`config.mk`:
```
export PLATFORM = sky130hd
export DESIGN_NAME = smb_ctlreg
export DESIGN_NICKNAME = d
export VERILOG_FILES = /design/src/rtl/smb_ctlreg.sv
export SDC_FILE = /design/constraint.sdc
export NUM_CORES = 1
export LEC_CHECK = 0
export BUFFER_PORTS_ARGS = -buffer_cell sky130_fd_sc_hd__buf_2
export CAP_MARGIN = 15
export CORE_MARGIN = 2
export CORE_UTILIZATION = 40
export CTS_CLUSTER_SIZE = 28
export DETAILED_ROUTE_END_ITERATION = 10
export GPL_ROUTABILITY_DRIVEN = 0
export PLACE_DENSITY = 0.64
export SETUP_SLACK_MARGIN = 0.1
export SLEW_MARGIN = 20
export SYNTH_ARGS = -nofsm -noshare
export SYNTH_HDL_FRONTEND = slang
export SYNTH_SLANG_ARGS = --single-unit
```
`constraint.sdc`:
```
create_clock -name clk -period 3 [get_ports clk]
set_input_delay 0.3 -clock clk [delete_from_list [all_inputs] [get_ports clk]]
set_output_delay 0.3 -clock clk [all_outputs]
set_load 0.01 [all_outputs]
```
`src/rtl/smb_ctlreg.sv`:
```
module smb_ctlreg #(
  parameter logic [6:0] DEV_ADDR = 7'h69,
  parameter int FILT_LEN = 3,
  parameter int NREG = 10
) (
  input  logic              clk,
  input  logic              rst_n,
  input  logic              scl_i,
  input  logic              sda_i,
  output logic              sda_oe,
  input  logic [1:0]        strap_i,
  input  logic              pci_stop_i,
  input  logic [6:0]        rom_n_i,
  input  logic [6:0]        rom_r_i,
  output logic [6:0]        pll_n_o,
  output logic [6:0]        pll_r_o,
  output logic [NREG*8-1:0] cfg_o
);
  localparam int CW = $clog2(FILT_LEN + 1);
  localparam int IW = $clog2(NREG) + 1;
  localparam logic [IW-1:0] NREG_W = IW'(NREG);
  localparam logic [7:0] SIG = 8'h13;

  typedef enum logic [2:0] {IDLE, RXB, RACK, TXB, MACK} st_t;
  typedef enum logic [1:0] {P_ADDR, P_CMD, P_CNT, P_DATA} ph_t;

  function automatic logic [7:0] dflt(int i);
    case (i)
      0: dflt = 8'h01;
      1: dflt = 8'h87;
      2: dflt = 8'h7F;
      3: dflt = 8'hDF;
      4: dflt = 8'h3F;
      5: dflt = 8'h40;
      default: dflt = 8'h00;
    endcase
  endfunction

  logic [1:0] s1, s2, flt, fq;
  logic [CW-1:0] fcnt [2];

  always_ff @(posedge clk or negedge rst_n) begin
    if (!rst_n) begin
      s1 <= 2'b11; s2 <= 2'b11; flt <= 2'b11; fq <= 2'b11;
      for (int k = 0; k < 2; k++) fcnt[k] <= '0;
    end else begin
      s1 <= {sda_i, scl_i};
      s2 <= s1;
      fq <= flt;
      for (int k = 0; k < 2; k++) begin
        if (s2[k] == flt[k]) fcnt[k] <= '0;
        else if (fcnt[k] == CW'(FILT_LEN - 1)) begin
          flt[k] <= s2[k];
          fcnt[k] <= '0;
        end else fcnt[k] <= fcnt[k] + CW'(1);
      end
    end
  end

  wire scl_rise = flt[0] & ~fq[0];
  wire scl_fall = ~flt[0] & fq[0];
  wire start_det = flt[0] & fq[0] & fq[1] & ~flt[1];
  wire stop_det  = flt[0] & fq[0] & ~fq[1] & flt[1];

  st_t st;
  ph_t ph;
  logic [3:0] bcnt;
  logic [7:0] sh;
  logic rd, got_ack;
  logic [IW-1:0] idx;
  logic [7:0] regs [NREG];
  logic [7:0] rview [NREG];
  logic [7:0] txd;
  logic [NREG*8-1:0] regs_flat;

  always_comb begin
    for (int i = 0; i < NREG; i++) rview[i] = regs[i];
    rview[0][3:1] = {pci_stop_i, strap_i};
    rview[6] = SIG;
    txd = 8'hFF;
    for (int i = 0; i < NREG; i++) if (idx == IW'(i)) txd = rview[i];
  end

  for (genvar g = 0; g < NREG; g++) begin : g_out
    assign cfg_o[g*8 +: 8] = rview[g];
    assign regs_flat[g*8 +: 8] = regs[g];
  end

  wire byte_done = (st == RXB) && scl_fall && (bcnt == 4'd8);
  wire addr_hit  = (sh[7:1] == DEV_ADDR);
  wire wr_en     = byte_done && (ph == P_DATA) && (idx < NREG_W);

  always_ff @(posedge clk or negedge rst_n) begin
    if (!rst_n) begin
      for (int i = 0; i < NREG; i++) regs[i] <= dflt(i);
    end else if (wr_en) begin
      for (int i = 0; i < NREG; i++)
        if (i != 6 && idx == IW'(i)) regs[i] <= sh;
    end
  end

  always_ff @(posedge clk or negedge rst_n) begin
    if (!rst_n) begin
      st <= IDLE; ph <= P_ADDR; bcnt <= '0; sh <= '0;
      rd <= 1'b0; got_ack <= 1'b0; idx <= '0; sda_oe <= 1'b0;
    end else if (start_det) begin
      st <= RXB; ph <= P_ADDR; bcnt <= '0; idx <= '0; sda_oe <= 1'b0;
    end else if (stop_det) begin
      st <= IDLE; sda_oe <= 1'b0;
    end else begin
      case (st)
        RXB: begin
          if (scl_rise) begin
            sh <= {sh[6:0], flt[1]};
            bcnt <= bcnt + 4'd1;
          end else if (byte_done) begin
            if (ph == P_ADDR && !addr_hit) st <= IDLE;
            else begin
              sda_oe <= 1'b1;
              st <= RACK;
              if (ph == P_ADDR) rd <= sh[0];
              if (ph == P_DATA && idx < NREG_W) idx <= idx + IW'(1);
            end
          end
        end
        RACK: if (scl_fall) begin
          bcnt <= '0;
          if (ph == P_ADDR && rd) begin
            st <= TXB;
            sh <= txd;
            sda_oe <= ~txd[7];
            if (idx < NREG_W) idx <= idx + IW'(1);
          end else begin
            sda_oe <= 1'b0;
            st <= RXB;
            if (ph != P_DATA) ph <= ph_t'(ph + 2'd1);
          end
        end
        TXB: if (scl_fall) begin
          if (bcnt == 4'd7) begin
            sda_oe <= 1'b0;
            st <= MACK;
            got_ack <= 1'b0;
          end else begin
            sh <= {sh[6:0], 1'b0};
            sda_oe <= ~sh[6];
            bcnt <= bcnt + 4'd1;
          end
        end
        MACK: begin
          if (scl_rise) begin
            if (flt[1]) st <= IDLE;
            else got_ack <= 1'b1;
          end else if (scl_fall && got_ack) begin
            st <= TXB;
            bcnt <= '0;
            sh <= txd;
            sda_oe <= ~txd[7];
            if (idx < NREG_W) idx <= idx + IW'(1);
          end
        end
        default: ;
      endcase
    end
  end

  assign pll_n_o = regs[9][0] ? regs[8][6:0] : rom_n_i;
  assign pll_r_o = regs[9][0] ? regs[9][7:1] : rom_r_i;


  addr_nack_chk: assert property (@(posedge clk) disable iff (!rst_n)
    (byte_done && ph == P_ADDR && !addr_hit) |=> !sda_oe);


  drive_slot_chk: assert property (@(posedge clk) disable iff (!rst_n)
    sda_oe |-> (st == RACK || st == TXB));


  stop_release_chk: assert property (@(posedge clk) disable iff (!rst_n)
    stop_det |=> !sda_oe);


  start_restart_chk: assert property (@(posedge clk) disable iff (!rst_n)
    start_det |=> (st == RXB && bcnt == 4'd0 && !sda_oe));


  regs_hold_chk: assert property (@(posedge clk) disable iff (!rst_n)
    !wr_en |=> $stable(regs_flat));
endmodule

```
-- Yosys cells after proc, flatten, opt, wreduce, memory -nomap -nowiden
Cells that the tools add are included.
- output and inout port bits: 95
- input port bits: 21
- logic and storage cells: 223
- register bits: 109
- reduce and logical (&&, ||, !) cells: 38
- order comparisons: 1
- eq/ne operators: 55
- muxes and demuxes: 81
- bitwise gates (word level): 19
- add/sub/neg operators: 5
- operators by type and width (operator ; number):
    8-bit 2-to-1 mux ; 17
    5-bit 2-to-1 mux ; 11
    4-bit 2-to-1 mux ; 8
    4-bit != test, second input constant ; 8
    8-bit one-hot mux with 4 select lines ; 1
    3-bit 2-to-1 mux ; 10
    3-bit != test, second input constant ; 10
    2-bit != test, second input constant ; 13
    2-bit 2-to-1 mux ; 12
    8-bit AND reduction ; 3
    2-bit AND reduction ; 11
    5-bit by 3-bit == test with 1-bit output, second input constant ; 4
    10-bit AND reduction ; 2
    4-bit one-hot mux with 4 select lines ; 1
    1-bit 2-to-1 mux ; 15
    5-bit one-hot mux with 3 select lines ; 1
    7-bit 2-to-1 mux ; 2
    7-bit AND reduction ; 2
    1-bit inverter ; 12
    3-bit one-hot mux with 4 select lines ; 1
    5-bit by 2-bit == test with 1-bit output, second input constant ; 2
    5-bit by 4-bit == test with 1-bit output, second input constant ; 2
    5-bit != test, second input constant ; 2
    1-bit logical AND ; 8
    other kinds (25) ; 41

-- Depth between registers and ports, before layout
- depth in word-level cells: 17
- mapped depth: 10
- gate-level depth less buffers: 8

-- Least setup slack after synthesis
OpenSTA, ideal clock, no wires.
- path type: reg-to-reg
- start point: register idx[0]
- end point: register regs, in the netlist cfg_o[4]
- period minus slack after synthesis: 2178 ps
- slack: 822 ps
- library setup time: 125 ps
- cell stages (with the launch flop): 8
- arrival time: 2053 ps
- cells stage by stage: dfrtp_1 > inv_1 > ha_1 > or4b_1 > clkbuf_1 > or3_1 > buf_2 > mux2_4
- word-level cells in the longest chain between the ends: 3
- elaborated cells on any way between the ends: 4
- those cells by class: order compare: 1; reduce/logical: 3
- ends and longest elaborated chain (what ; RTL line ; RTL):
    start: declaration ; 70 ; logic [IW-1:0] idx;
    start signal: assignment ; 122 ; if (ph == P_DATA && idx < NREG_W) idx <= idx + IW'(1);
    start signal: assignment ; 132 ; if (idx < NREG_W) idx <= idx + IW'(1);
    start signal: assignment ; 159 ; if (idx < NREG_W) idx <= idx + IW'(1);
    5-bit by 4-bit less-than comparator with 1-bit output ; 91 ; wire wr_en = byte_done && (ph == P_DATA) && (idx < NREG_W);
    1-bit logical AND ; 91 ;
    2-bit AND reduction (no line) (*) ; -- ;
    end signal: indexed assignment ; 98 ; if (i != 6 && idx == IW'(i)) regs[i] <= sh;
    end: declaration ; 71 ; logic [7:0] regs [NREG];
Every way passes the cells marked *; elsewhere a longest branch is shown, timed or not.
A chain may end at the register's enable or synchronous reset.

-- Final worst setup path
- start point: register idx[0]
- end point: register regs, in the netlist cfg_o[56]
The elaborated chain is that of the path after synthesis.

==> results.txt <==
Max-Cap Viols - 0
IO Pins - 116
Bufs on Longest Clock Path - 2
synthesized area - 6082 um2
crit start category - flip-flop
peak supply drop - 297.7 uV
die width - 127.3 um
WP data required - 3.25 ns
Synth top area share - 29.62%
CP Max Fanout - 15
Reg2Reg Setup Slack - 0.45 ns
vias in the first global route - 4923
Power Density - 635.9 nW/um2
hold crit path type - input port to asynchronous set/reset pin
Slew Limit Headroom - 46.87%
Synth Instances - 582
Synth Register Bits - 106
drt first-iter violations - 386
Die Y - 127.3 um
Die ar. - 16210 um2
drt total wl - 17040 um
Area growth syn-to-layout - 15.37%
number of synthesized flops with an enable pin - 0
core box area - 15030 um2
Yosys warnings - 0
unrepaired setup endpoints after global routing - false
initial antenna violation count - 0
Crit Reg-Reg Endpoint - cfg_o[56]
setup TNS - 0 ns
clk sink count - 106
R2R cell count - 5
fmax - 392.1 MHz
Setup-failing EPs final - 0
ranking of synthesized cells by area - dfrtp_1 30%, dfstp_2 15%, mux2_2 14%
Final Max Tran Viols - 0
detailed placement HPWL - 12190 um
Most used DFF post-synth - dfrtp_1
crit share post-route - 85.01%
first-pass GRT wire length - 26970 um
Post-synth top cells - 78 x mux2_2, 72 x dfrtp_1, 43 x a21oi_1
clock slew at reported path FFs - 0.08 ns
worst r2r src - idx[0]
Worst-Skew Late Latency - 0.36 ns
Seq/Total Area, Yosys - 44.31%
CTS Root Cell - clkbuf_16
diodes inserted - 0
outcome - finished clean
Nets - 698
Leakage Power - 3.274 nW
Overflow after GRT - 0
Mapped Avg Cell Area - 10.45 um2
fraction of layout cells with a size suffix above 1 - 40.36%
cell taking the most area after synthesis - dfrtp_1
CP Capture Type - flip-flop
fin area - 7017 um2
Setup Buffers After CTS - 0
Placed Area - 6735 um2
PortBufs - 107
CTS hold repair buffers - 0
post-cts sizing count - 0
count leader, synth - mux2_2
antenna viol nets, final - 0
CP Class - flip-flop to flip-flop
clk_skew - 0.01071 ns
DR pass1 iterations - 5
minimum clock period after layout - 2.550 ns
distinct cell type count after synthesis - 73
worst slew pin tran - 0.7969 ns
Wirelength per Cell - 19.77 um
DRC Markers - 0
via/cell ratio - 5.827
Site Rows - 45
GRT Total Usage - 21.25%
initial core utilization - 40.46%
H-Tree Depth - 3
pin count of the biggest net entering global routing - 63
critical path arrival - 2.80 ns
Async SR Flop Fraction - 100.0%
TritonCTS buffer count - 9
CTS tree - yes
final hold viol count - 0
DR vias - 5023
[worst max-delay path: stages (launching register included)]
cell and delay [ns]:
dfrtp_1 0.43, ha_1 0.57, inv_1 0.28, nor2_1 0.41
nand2_1 0.37, mux2_2 0.38
[per-layer routing]
metal / track usage, % / share of wire (%) / wire length, um / vias up
li1: - / - / - / 2293
met1: 27.26 / 42 / 7125 / 2489
met2: 36.02 / 50 / 8502 / 209
met3: 3.643 / 5.4 / 925 / 32
met4: 8.080 / 2.9 / 488 / 0
met5: 0 / 0 / 0 / -
[state kept, by name (all words and copies together), names as in the netlist]
name and flops:
st 3, sda_oe 1, ph 2, idx 5, s1 2, got_ack 1, s2 2, bcnt 4
fq 2, rd 1, cfg_o 69, flt 2, fcnt 4, sh 8
[per-stage QoR]
| stage | worst slack, ns | hold slack (ns) | power [W] | std cells | util (%) |
|---|---|---|---|---|---|
| global route | 0.2776 | 0.02779 | 0.004679 | 862 | 46.68 |
| detailed placement | 0.4692 | 0.3468 | 0.003301 | 846 | 44.80 |
| floorplan | 0.8222 | 0.004409 | 0.002846 | 588 | - |
| global placement | 0.5441 | 0.3471 | 0.003267 | 846 | 44.80 |
| CTS | 0.4580 | 0.02738 | 0.004445 | 862 | 46.68 |
| finish | 0.4496 | 0.01524 | 0.004462 | 862 | 46.68 |
[logic make-up (layout without fill, tap and decap cells)]
family | Yosys count | in the layout | share of synthesized area, %
other cells | 2 | 8 | 0.1235
buf+inv | 65 | 151 | 5.020
compound gates | 144 | 144 | 15.98
mux | 88 | 88 | 16.46
flops | 106 | 106 | 44.31
xor+xnor | 5 | 5 | 0.7200
fa+ha+maj | 8 | 8 | 1.646
simple gates | 164 | 164 | 15.74
[worst max path at each step]
stage	start	end	slack [ns]	depth (start not counted)
2_1_floorplan	idx[0]	cfg_o[4]	0.82	7
3_3_place_gp	idx[3]	cfg_o[61]	0.54	4
3_5_place_dp	idx[0]	cfg_o[56]	0.47	5
4_1_cts	idx[0]	cfg_o[56]	0.46	5
5_1_grt	idx[0]	sh[7]	0.28	7
6_report	idx[0]	cfg_o[56]	0.45	5
[placed cells by master, fill, tap and decap left out, types with 4 or more instances in the layout]
master	synthesis	final
o22ai_1	11	11
mux2i_1	4	4
inv_1	16	16
xnor2_1	4	4
a31oi_1	6	6
o21a_1	4	4
dfrtp_1	72	72
buf_2	10	106
a221oi_1	5	5
mux2_4	4	4
nor2_1	28	28
mux2_2	78	78
nor2b_1	9	9
and2_1	4	4
nand3_1	12	12
nor3_1	10	10
clkbuf_16	0	9
a21oi_1	43	43
nand2b_1	18	18
ha_1	8	8
o21ai_0	29	29
a211o_1	5	5
or3_1	8	8
conb_1	2	8
nand3_2	5	5
dfstp_2	34	34
buf_4	13	12
nand2_1	33	33
nor3b_1	5	5
a311o_1	4	4
nand3b_1	9	9
[where the power goes]
part | total, W | internal, W | switching [W]
Clock | 0.00115 | 0.000571 | 0.000577
Combinational | 0.00143 | 0.000550 | 0.000875
Sequential | 0.00189 | 0.00159 | 0.000300
[layout make-up]
type,count,area (um2)
fill,1361,8016
clock buffer,9,225.2
clock inverter,7,56.30
multi-input combinational,417,3104
inverter,16,60.06
sequential,106,2695
tap,188,235.2
timing repair buffer,119,640.6
(Power assumes the default switching activity.)
